[src/rtl/prt_pkg.sv]
package prt_pkg;

    localparam int BUS_W      = 24;
    localparam int RED_W      = 5;
    localparam int GRN_W      = 6;
    localparam int BLU_W      = 5;
    localparam int COL_W      = RED_W + GRN_W + BLU_W;
    localparam int NUM_PANELS = 2;

    typedef struct packed {
        logic [RED_W-1:0] r;
        logic [GRN_W-1:0] g;
        logic [BLU_W-1:0] b;
    } rgb565_t;

    // Keep the most significant bits of each 8-bit colour byte.
    function automatic rgb565_t pack565(input logic [BUS_W-1:0] d);
        rgb565_t c;
        c.r = d[23 -: RED_W];
        c.g = d[15 -: GRN_W];
        c.b = d[7  -: BLU_W];
        return c;
    endfunction

    // True for bus lines that the RGB565 packing throws away.
    function automatic bit is_spare(input int idx);
        return (idx >= 0  && idx <= 7  - BLU_W) ||
               (idx >= 8  && idx <= 15 - GRN_W) ||
               (idx >= 16 && idx <= 23 - RED_W);
    endfunction

endpackage

[src/rtl/beat_split.sv]
module beat_split #(
    parameter int SEL_BIT = 0
) (
    input  logic [prt_pkg::BUS_W-1:0] pix_i,
    output logic                      sel_o,
    output prt_pkg::rgb565_t          col_o
);
    always_comb begin
        sel_o = pix_i[SEL_BIT];
        col_o = prt_pkg::pack565(pix_i);
    end
endmodule

[src/rtl/sync_stage.sv]
module sync_stage (
    input  logic clk,
    input  logic rst,
    input  logic hs_i,
    input  logic vs_i,
    output logic hs_o,
    output logic vs_o
);
    always_ff @(posedge clk) begin
        if (rst) begin
            hs_o <= 1'b0;
            vs_o <= 1'b0;
        end else begin
            hs_o <= hs_i;
            vs_o <= vs_i;
        end
    end
endmodule

[src/rtl/panel_lane.sv]
module panel_lane #(
    parameter int LANE = 0
) (
    input  logic             clk,
    input  logic             rst,
    input  logic             de_i,
    input  logic             sel_i,
    input  prt_pkg::rgb565_t col_i,
    output logic             de_o,
    output prt_pkg::rgb565_t pix_o
);
    localparam logic MY_SEL = LANE[0];

    logic take;
    always_comb take = de_i && (sel_i == MY_SEL);

    always_ff @(posedge clk) begin
        if (rst) begin
            de_o  <= 1'b0;
            pix_o <= '0;
        end else begin
            de_o <= take;
            if (take) pix_o <= col_i;
        end
    end

    // enable follows the lane's own take one cycle later
    p_de_on_r2: assert property (@(posedge clk) disable iff (rst)
        take |=> de_o);
    // no take, no enable
    p_de_off_r6: assert property (@(posedge clk) disable iff (rst)
        !take |=> !de_o);
    // loaded colour is the packed input of the previous cycle
    p_load_r4: assert property (@(posedge clk) disable iff (rst)
        take |=> (pix_o == $past(col_i)));
    // data holds while the lane is not taking
    p_hold_r5: assert property (@(posedge clk) disable iff (rst)
        !take |=> $stable(pix_o));
endmodule

[src/rtl/pixel_router.sv]
module pixel_router #(
    parameter int SEL_BIT = 0
) (
    input  logic        clk,
    input  logic        rst,
    input  logic        hsync_in,
    input  logic        vsync_in,
    input  logic        de_in,
    input  logic [23:0] pix_in,
    output logic [15:0] pnl1_pix,
    output logic        pnl1_de,
    output logic        pnl1_hs,
    output logic        pnl1_vs,
    output logic [15:0] pnl2_pix,
    output logic        pnl2_de,
    output logic        pnl2_hs,
    output logic        pnl2_vs
);
    localparam int NP = prt_pkg::NUM_PANELS;

    logic             sel;
    prt_pkg::rgb565_t col;
    logic             hs_q, vs_q;
    logic [NP-1:0]    de_q;
    prt_pkg::rgb565_t pix_q [NP];

    beat_split #(.SEL_BIT(SEL_BIT)) u_split (
        .pix_i (pix_in),
        .sel_o (sel),
        .col_o (col)
    );

    sync_stage u_sync (
        .clk  (clk),
        .rst  (rst),
        .hs_i (hsync_in),
        .vs_i (vsync_in),
        .hs_o (hs_q),
        .vs_o (vs_q)
    );

    generate
        for (genvar gi = 0; gi < NP; gi++) begin : g_lane
            panel_lane #(.LANE(gi)) u_lane (
                .clk   (clk),
                .rst   (rst),
                .de_i  (de_in),
                .sel_i (sel),
                .col_i (col),
                .de_o  (de_q[gi]),
                .pix_o (pix_q[gi])
            );
        end
    endgenerate

    always_comb begin
        pnl1_pix = pix_q[0];
        pnl1_de  = de_q[0];
        pnl1_hs  = hs_q;
        pnl1_vs  = vs_q;
        pnl2_pix = pix_q[1];
        pnl2_de  = de_q[1];
        pnl2_hs  = hs_q;
        pnl2_vs  = vs_q;
    end

    // panels never enabled together
    p_excl_r9: assert property (@(posedge clk) disable iff (rst)
        !(pnl1_de && pnl2_de));
    // syncs reach both panels one cycle later
    p_sync_r7: assert property (@(posedge clk) disable iff (rst)
        1'b1 |=> (pnl1_hs == $past(hsync_in)) && (pnl2_hs == $past(hsync_in)) &&
                 (pnl1_vs == $past(vsync_in)) && (pnl2_vs == $past(vsync_in)));
    // steering by the select bit
    p_steer_r3: assert property (@(posedge clk) disable iff (rst)
        (de_in && pix_in[SEL_BIT]) |=> (pnl2_de && !pnl1_de));
    // reset clears the outputs
    p_reset_r1: assert property (@(posedge clk)
        rst |=> (!pnl1_de && !pnl2_de && pnl1_pix == 16'h0 && pnl2_pix == 16'h0));
endmodule

[config.mk]
export PLATFORM = sky130hd
export DESIGN_NAME = pixel_router
export DESIGN_NICKNAME = d
export VERILOG_FILES = /design/src/rtl/prt_pkg.sv /design/src/rtl/beat_split.sv /design/src/rtl/sync_stage.sv /design/src/rtl/panel_lane.sv /design/src/rtl/pixel_router.sv
export SDC_FILE = /design/constraint.sdc
export NUM_CORES = 1
export LEC_CHECK = 0
export ABC_AREA = 1
export BUFFER_PORTS_ARGS = -buffer_cell sky130_fd_sc_hd__buf_2
export CELL_PAD_IN_SITES_DETAIL_PLACEMENT = 2
export CELL_PAD_IN_SITES_GLOBAL_PLACEMENT = 2
export CORE_AREA = 2 2 86 88
export CTS_CLUSTER_SIZE = 30
export DETAILED_ROUTE_END_ITERATION = 6
export DIE_AREA = 0 0 88 90
export PLACE_DENSITY = 0.75
export SYNTH_ARGS = -nofsm -noshare
export SYNTH_HDL_FRONTEND = slang
export SYNTH_SLANG_ARGS = --single-unit
[constraint.sdc]
create_clock -name clk -period 0.8 [get_ports clk]
set_input_delay 0.16 -clock clk [delete_from_list [all_inputs] [get_ports clk]]
set_output_delay 0.16 -clock clk [all_outputs]
set_load 0.1 [all_outputs]
==> impl_metrics.toml <==
[status]
status = "finished, violations left"
violations = "setup timing"

[global_routing]
antenna_found_initial = 0
grt_usage_pct = 12.6
grt_remaining_overflow = 0
grt_max_degree = 22
grt_pass1_vias = 1615
grt_pass1_wl_um = 7780

[placement]
gp_congestion = 0.768
post-place-ws_ps = -140
postPlaceCellArea_sq_mm = 0.00258
hpwl_um = 3650
portBuffers = 59

[timing]
finalSetupViolCount = 38
tightestPinTransition_ps = 284
hold_viol = 0
clock.fmax_mhz = 1010
setup_tns_ps = -6600
finClkSkew_ps = 0
post-route-period-util_pct = 124
finalCriticalPeriod_ps = 991
rsz0062_at_grt = "yes"
finalMaxSlewViolations = 0
slew_headroom_pct = 81.0
worst_slack_ps = -191

[clock_tree]
clockRootBuffer = "clkbuf_8"
cts_resized = 0
cts_made_buffers = 5
cts_tree = "built"
clock_latency_ps = 280
cts_sinks = 36
cts.clk_slew.worst_paths_ps = 70
clock_path_buffers = 2
htree_num_levels = 2

[layout]
final_common_cell = "buf_12"
nFillCells = 773
fin_area_sq_mm = 0.00271
fin_util_pct = 38.7
antenna_cells = 0
final_cell_mix = "buf_12, nor2_1, dfxtp_4, nand2_1, nand3_1"
final_nets = 285
syn2layout_area_growth_pct = 90.8
drive_gt1_share_pct = 47.9

[setup_path]
worstSetupEndpointType = "output pin"
path_buf_inv = 1
cp.arrival_ps = 830
path_class = "flip-flop to output pin"
cp-start-kind = "flip-flop"
crit_chain = "buf_12"
path_depth = 1
slowest_delay_ps = 380
cp_slowest_cell = "dfxtp_4"
path_delay_family = "flip-flops"
reg2regPathDepth = 3
worst-r2r-setup-slack_ps = 80
crit_required_ps = 640
cp_max_fo = 2

[pwr]
ir_drop_mv = 0.816
p_per_area_mw_per_mm2 = 1910
leakagePower_uw = 0.00118

[floorplan]
core_sq_mm = 0.00702
die_w_um = 88
dieArea_sq_mm = 0.00792
die_y_um = 90
rows = 31
ioPinCount = 67
start_util_pct = 20.3

[route]
detail_route.first_pass.iterations = 4
drc = 0
drt-initial-drc-count = 26
wl_per_cell_um = 13.0
postRouteAntennaNets = 0
avgViaCountPerCell = 4.10
vias = 1459
drt-total-wl_um = 4640

[synth]
syn-num-nets = 218
syn_area_per_cell_sq_um = 7.53
synth.distinct_cells = 15
synthesis.area_sq_mm = 0.00142
syn_inst = 189
ys.warnings.count = 0
ys_seq_area_share_pct = 50.7
ys_seq_elements = 36

[job]
maxCapViolations = 0

[min_path]
min_path_type = "primary input to flip-flop"
min_path_cells = 3
per-stage QoR:
stage	power [uW]	instances	hold WS, ps
6_report	5180	356	68.0
3_3_place_gp	3610	344	366
4_1_cts	5280	354	50.4
5_1_grt	5430	356	59.4
2_1_floorplan	2980	189	257
3_5_place_dp	3640	344	368
flip-flops by register name, indices dropped and copies added, names as in the netlist:
signal	count
g_lane.u_lane.de_o	2
g_lane.u_lane.pix_o	32
u_sync.vs_o	1
u_sync.hs_o	1
layout make-up:
| type | count | area [sq um] | share of cell area, % |
|---|---|---|---|
| clock buffers | 6 | 72.6 | 2.67 |
| clock inverters | 2 | 35.0 | 1.29 |
| inverters | 21 | 78.8 | 2.90 |
| multi-input cells | 118 | 524 | 19.3 |
| flip-flops and latches | 36 | 851 | 31.4 |
| well taps | 99 | 124 | 4.56 |
| repair buffers | 74 | 1030 | 37.9 |
routing by layer:
layer | up-vias | wire length (um) | part of all wire [%] | global-route usage, %
met1 | 696 | 1950 | 42 | 15.1
li1 | 717 | - | - | -
met2 | 44 | 2430 | 52 | 21.7
met5 | - | 0 | 0 | 0
met4 | 0 | 19 | 0.41 | 3.08
met3 | 2 | 250 | 5.4 | 4.13
tightest hold or removal path, stage by stage:
cell	delay, ps
buf_2	100
inv_1	40
nor2_1	30
path summary, 6_finish.rpt:
path	from	endpoint
worst max-delay path	u_sync.vs_o	pnl2_vs
worst max register to register	g_lane[0].u_lane.pix_o[4]	g_lane[0].u_lane.pix_o[4]
worst min register to register	g_lane[1].u_lane.pix_o[6]	g_lane[1].u_lane.pix_o[6]
worst min-delay path	hsync_in	u_sync.hs_o
report_power, final:
group          internal (uW)  leakage (uW)  switching, uW
clock                    925     0.0000552            659
combinational            588      0.000803           1050
sequential              1850      0.000320            106
total                   3360       0.00118           1810
cell usage after synthesis (all sizes together):
master / n / area [sq um]
buf: 12 / 91.3
nor2: 36 / 143
nand3: 32 / 170
inv: 21 / 78.8
clkbuf: 2 / 7.51
nor3: 1 / 5.00
nand2: 33 / 126
dfxtp: 36 / 721
a21oi: 16 / 80.1
repair_timing:
| item | in CTS | in global routing |
|---|---|---|
| endpoints found under the hold margin | 0 | 0 |
| setup endpoints to repair | 38 | 38 |
| setup buffers | 2 | 2 |
| hold buffers | 0 | 0 |
cell families after synthesis:
family | count (synthesis) | synth area share (%)
flops | 36 | 50.7
simple gates | 102 | 31.2
buf+inv | 35 | 12.5
compound gates | 16 | 5.63
Note: power is estimated with default switching activity, not from simulation.
